===== config.mk =====
export PLATFORM = sky130hd
export DESIGN_NAME = stby_pwr_seq
export DESIGN_NICKNAME = d
export VERILOG_FILES = /design/src/rtl/stby_pkg.sv /design/src/rtl/stby_nmi_edge.sv /design/src/rtl/stby_settle_cnt.sv /design/src/rtl/stby_mode_fsm.sv /design/src/rtl/stby_pwr_seq.sv
export SDC_FILE = /design/constraint.sdc
export NUM_CORES = 1
export LEC_CHECK = 0
export BUFFER_PORTS_ARGS = -buffer_cell sky130_fd_sc_hd__buf_2
export CAP_MARGIN = 20
export CORE_UTILIZATION = 53
export DETAILED_ROUTE_END_ITERATION = 10
export PLACE_DENSITY = 0.76
export SLEW_MARGIN = 20
export SYNTH_ARGS = -nofsm -noshare
export SYNTH_HDL_FRONTEND = slang
export SYNTH_SLANG_ARGS = --single-unit

===== constraint.sdc =====
create_clock -name clk -period 1.7 [get_ports clk]
set_clock_uncertainty 0.05 [all_clocks]
set_input_delay 0.085 -clock clk [delete_from_list [all_inputs] [get_ports clk]]
set_output_delay 0.085 -clock clk [all_outputs]
set_load 0.01 [all_outputs]

===== src/rtl/stby_pkg.sv =====
package stby_pkg;

   typedef enum logic [1:0] {
      MODE_RUN    = 2'd0,
      MODE_SWSTBY = 2'd1,
      MODE_SETTLE = 2'd2,
      MODE_HWSTBY = 2'd3
   } mode_t;

endpackage


===== src/rtl/stby_nmi_edge.sv =====
module stby_nmi_edge #(
   parameter int unsigned STAGES = 2
) (
   input  logic clk,
   input  logic por_n,
   input  logic din,
   input  logic arm,
   output logic rise
);

   generate
      if (STAGES < 2) begin : g_bad_stages
         $error("stby_nmi_edge: STAGES must be at least 2");
      end
   endgenerate

   logic [STAGES-1:0] sync_q;
   logic              last_q;

   always_ff @(posedge clk or negedge por_n) begin
      if (!por_n) begin
         sync_q <= '0;
         last_q <= 1'b0;
      end else begin
         sync_q <= {sync_q[STAGES-2:0], din};
         last_q <= sync_q[STAGES-1];
      end
   end

   assign rise = arm & sync_q[STAGES-1] & ~last_q;

endmodule


===== src/rtl/stby_settle_cnt.sv =====
module stby_settle_cnt #(
   parameter int unsigned TARGET = 4096
) (
   input  logic clk,
   input  logic por_n,
   input  logic run,
   output logic done
);

   localparam int unsigned CW = $clog2(TARGET + 1);

   generate
      if (TARGET < 2) begin : g_bad_target
         $error("stby_settle_cnt: TARGET must be at least 2");
      end
   endgenerate

   logic [CW-1:0] cnt_q;

   always_ff @(posedge clk or negedge por_n) begin
      if (!por_n)
         cnt_q <= '0;
      else if (!run)
         cnt_q <= '0;
      else
         cnt_q <= cnt_q + 1'b1;
   end

   assign done = run && (cnt_q == CW'(TARGET - 1));

   AST_CNT_BOUND: assert property (@(posedge clk) disable iff (!por_n)
      run |-> (cnt_q <= CW'(TARGET - 1)));

endmodule


===== src/rtl/stby_mode_fsm.sv =====
module stby_mode_fsm
   import stby_pkg::*;
(
   input  logic  clk,
   input  logic  por_n,
   input  logic  stby_pin_n,
   input  logic  rst_pin_n,
   input  logic  sleep_stb,
   input  logic  stby_bit,
   input  logic  wake,
   input  logic  settle_done,
   output mode_t state
);

   mode_t nxt;
   logic  hw_req;

   assign hw_req = !rst_pin_n && !stby_pin_n;

   always_comb begin
      nxt = state;
      if (hw_req) begin
         nxt = MODE_HWSTBY;
      end else begin
         unique case (state)
            MODE_RUN:    if (sleep_stb && stby_bit) nxt = MODE_SWSTBY;
            MODE_SWSTBY: if (!rst_pin_n) nxt = MODE_RUN;
                         else if (wake) nxt = MODE_SETTLE;
            MODE_SETTLE: if (!rst_pin_n || settle_done) nxt = MODE_RUN;
            MODE_HWSTBY: if (stby_pin_n && rst_pin_n) nxt = MODE_RUN;
            default:     nxt = MODE_RUN;
         endcase
      end
   end

   always_ff @(posedge clk or negedge por_n) begin
      if (!por_n) state <= MODE_RUN;
      else        state <= nxt;
   end

   AST_HW_OVERRIDE: assert property (@(posedge clk) disable iff (!por_n)
      (!rst_pin_n && !stby_pin_n) |=> (state == MODE_HWSTBY));
   AST_HW_EXIT: assert property (@(posedge clk) disable iff (!por_n)
      (state == MODE_HWSTBY && stby_pin_n && rst_pin_n) |=> (state == MODE_RUN));
   AST_SW_ENTRY: assert property (@(posedge clk) disable iff (!por_n)
      (state == MODE_RUN && sleep_stb && stby_bit && !hw_req) |=> (state == MODE_SWSTBY));
   AST_SLEEP_IGNORED: assert property (@(posedge clk) disable iff (!por_n)
      (state == MODE_RUN && !stby_bit && !hw_req) |=> (state == MODE_RUN));
   AST_SETTLE_FROM_SW: assert property (@(posedge clk) disable iff (!por_n)
      (state == MODE_SETTLE) |-> ($past(state) == MODE_SWSTBY || $past(state) == MODE_SETTLE));

endmodule


===== src/rtl/stby_pwr_seq.sv =====
module stby_pwr_seq
   import stby_pkg::*;
#(
   parameter int unsigned SETTLE_CYCLES = 4096,
   parameter int unsigned SYNC_STAGES   = 2
) (
   input  logic       clk,
   input  logic       por_n,
   input  logic       stby_pin_n,
   input  logic       rst_pin_n,
   input  logic       nmi_pin,
   input  logic       sleep_stb,
   input  logic       stby_bit,
   output logic       osc_en,
   output logic       pwr_en,
   output logic       chip_clk_en,
   output logic       settle_clk_en,
   output logic       por_hold,
   output logic [1:0] mode
);

   mode_t state;
   logic  wake;
   logic  settle_done;
   logic  in_sw;
   logic  powered;

   assign in_sw = (state == MODE_SWSTBY);

   stby_nmi_edge #(.STAGES(SYNC_STAGES)) u_nmi (
      .clk   (clk),
      .por_n (por_n),
      .din   (nmi_pin),
      .arm   (in_sw),
      .rise  (wake)
   );

   stby_settle_cnt #(.TARGET(SETTLE_CYCLES)) u_cnt (
      .clk   (clk),
      .por_n (por_n),
      .run   (settle_clk_en),
      .done  (settle_done)
   );

   stby_mode_fsm u_fsm (
      .clk         (clk),
      .por_n       (por_n),
      .stby_pin_n  (stby_pin_n),
      .rst_pin_n   (rst_pin_n),
      .sleep_stb   (sleep_stb),
      .stby_bit    (stby_bit),
      .wake        (wake),
      .settle_done (settle_done),
      .state       (state)
   );

   assign powered       = !in_sw && !(state == MODE_HWSTBY && !stby_pin_n);
   assign osc_en        = powered;
   assign pwr_en        = powered;
   assign chip_clk_en   = (state == MODE_RUN);
   assign settle_clk_en = (state == MODE_SETTLE);
   assign por_hold      = (state != MODE_RUN) || !rst_pin_n;
   assign mode          = state;

   AST_SW_DARK: assert property (@(posedge clk) disable iff (!por_n)
      (mode == 2'd1) |-> (!pwr_en && !osc_en && por_hold));

endmodule


==> reports/metrics.cfg <==
[timing]
clock.fmax_mhz = 619
final.setup.worst_slack_ns = 0.0838
drv_slew = 0
rsz0062_at_grt = no
relSlewSlack = 0.745
setup_viol = 0
worst_pin_slew_ns = 0.382
final.period_utilization = 0.951
final.setup.tns_ns = 0
fin_crit_ns = 1.62
hold_violations = 0

[placed_design]
dp_hpwl_um = 1170
numPortBuffers = 13
place_congestion = 0.746
pre_cts_ws_ns = 0.114
place_area_um2 = 950

[floorplanning]
initial_core_util = 0.574
core_area_um2 = 1510
dieWidth_um = 42.4
die_area_um2 = 1800
die_h_um = 42.4
rows = 14
pin_count = 14

[clocking]
clock-sinks = 18
path_clk_slew_ns = 0.10
cts_made_buffers = 3
cts-root-buf = clkbuf_4
postCtsSetupRepairBufs = 0
clk_latency_ns = 0.29
cts_tree = yes
htree_levels = 1
cts_buffer_depth = 2

[detailed_routing]
drt_iter0_drc = 12
post_drt_wl_per_cell_um = 13.3
postRouteAntennaNets = 0
vias_per_cell = 5.83
wl_um = 1580
via_count = 694
drc = 0
first_pass_iters = 4

[worst_setup_path]
r2r_slack_ns = 0.08
critPathMaxStageDelay_ns = 0.51
rr_endpoint = u_cnt.cnt_q[12]
criticalPathCategory = reg2reg
crit_required_ns = 1.87
critPathMaxFanout = 9
endpoint_kind = flip-flop
r2r-start = u_cnt.cnt_q[0]
slowest_stage = or4_1
cp.arrival_ns = 1.79
rr_worst_depth = 4
startpoint_type = flip-flop
path_cells = ha_1, nand4_4, or4_1, a21oi_1

[flow_run]
maxCapViolations = 0

[synthesis]
yosysTopAreaCellShare = 0.521
syn_inst = 84
yosys-top-cells-area = dfrtp_1, nand2_1, a21oi_1
ys_ff_latch = 18
ys_seq_area_frac = 0.521
yosysWarnings = 0
synth_top_area_cell = dfrtp_1
syn_avg_cell_area_um2 = 10.3
synth_area_um2 = 865
syn-num-nets = 92
yosys.cell_types.count = 28

[pwr]
vdd_drop_max_mv = 0.546
powerDensity_nw_per_um2 = 919
power.leakage_nw = 0.438

[grt]
grt_pass1_wl_um = 2660
antenna_found_initial = 0
grt_pass1_vias = 609
grt_util_all_layers = 0.197
grt-ovfl-total = 0
grt_max_degree = 19

[run_status]
status = finished, final reports clean

[min_path]
hold_depth = 3
min_from = stby_bit
hold_path_class = in2reg
min_to = u_fsm.state[0]

[final_layout]
num_antenna_cells = 0
nets = 112
drive_gt1_frac = 0.214
area_growth_pct = 16.4
design_area_um2 = 1010
nFillCells = 123

-- through the flow --
| step | hold WS [ns] | power [mW] | std cells | util |
|---|---|---|---|---|
| after floorplan | -0.261 | 0.589 | 84 | - |
| after global placement | -0.0226 | 0.662 | 113 | 0.630 |
| after detailed placement | -0.0251 | 0.668 | 113 | 0.630 |
| after CTS | 0.00893 | 0.931 | 119 | 0.668 |
| after global routing | 0.0332 | 0.977 | 119 | 0.668 |
| final | 0.00723 | 0.924 | 119 | 0.668 |
-- kinds of logic (layout without fill, tap and decap cells) --
group | Yosys count | in the layout | share of synthesized area
buffers and inverters | 5 | 24 | 0.0260
XOR/XNOR | 3 | 3 | 0.0304
AO/OA/AOI/OAI | 21 | 21 | 0.156
AND/OR/NAND/NOR | 35 | 35 | 0.240
adder cells (fa/ha/maj) | 1 | 1 | 0.0145
multiplexers | 1 | 1 | 0.0116
flip-flops | 18 | 18 | 0.521
-- worst max-delay path by stage --
stage	slack, ns	from	to
floorplan	0.22	u_cnt.cnt_q[0]	u_cnt.cnt_q[12]
global placement	0.18	u_cnt.cnt_q[0]	u_cnt.cnt_q[12]
detailed placement	0.11	u_cnt.cnt_q[0]	u_cnt.cnt_q[12]
CTS	0.08	u_cnt.cnt_q[0]	u_cnt.cnt_q[12]
global route	0.01	u_cnt.cnt_q[0]	u_cnt.cnt_q[12]
finish	0.08	u_cnt.cnt_q[0]	u_cnt.cnt_q[12]
-- metal layers --
layer	GRT usage	vias to the layer above	wire, um
met5	0	-	0
met4	0.0750	0	13
met3	0.0517	2	68
met2	0.298	22	740
met1	0.271	319	757
li1	-	351	-
-- registers in the layout (all words and copies together) (netlist names) --
register / cells
u_nmi.last_q: 1
u_fsm.state: 2
u_nmi.sync_q: 2
u_cnt.cnt_q: 13
-- worst max-delay path, delay by kind of cell (launching register included) --
kind,cells,cell delay (ns)
simple gates,2,0.67
flops,1,0.40
fa+ha+maj,1,0.27
compound gates,1,0.15
-- cell usage after synthesis --
cell	n
nand3_2	2
ha_1	1
o311ai_0	1
nand2b_1	2
xnor2_1	1
nand4_4	1
a21boi_0	1
xor2_1	2
o21ai_0	4
buf_4	1
nor4_1	2
nand3_1	4
or3_1	2
nand2_1	8
o31a_2	1
or4_1	3
a31oi_1	3
a21oi_1	5
dfrtp_1	18
o21a_1	3
nor3_1	1
o31ai_1	3
nor4bb_1	1
nand4_1	2
inv_1	4
and2_1	1
nor2_1	6
mux2i_1	1
-- cells in the final DEF, fill, tap and decap left out, drive strengths merged --
master and n:
xnor2 1, a21boi 1, o31ai 3, or4 3, xor2 2, buf 14
and2 1, nand3 6, inv 4, nor4 2, ha 1, o21a 3
nand4 3, clkbuf 4, o311ai 1, nor4bb 1, a31oi 3, dlygate4sd3 2
a21oi 5, nor2 6, or3 2, dfrtp 18, nand2b 2, nand2 8
o21ai 4, mux2i 1, nor3 1, o31a 1
-- final cells by class --
type                            instances  area (um2)  share of cell area
Clock buffer                            4        36.3              0.0361
Inverter                                4        15.0              0.0149
Multi-Input combinational cell         61         392               0.389
Sequential cell                        18         450               0.448
Tap cell                               16        20.0              0.0199
Timing Repair Buffer                   16        92.6              0.0920
-- report_power, final --
| part | total (mW) | internal [mW] | switching [mW] |
|---|---|---|---|
| Sequential | 0.483 | 0.454 | 0.0296 |
| Combinational | 0.180 | 0.0713 | 0.109 |
| Clock | 0.261 | 0.131 | 0.131 |
-- repair_timing --
item,CTS,global route
gates resized for setup,0,0
hold endpoints to repair,19,0
hold buffers,2,0
No activity file was read; power rests on OpenSTA's default activity.
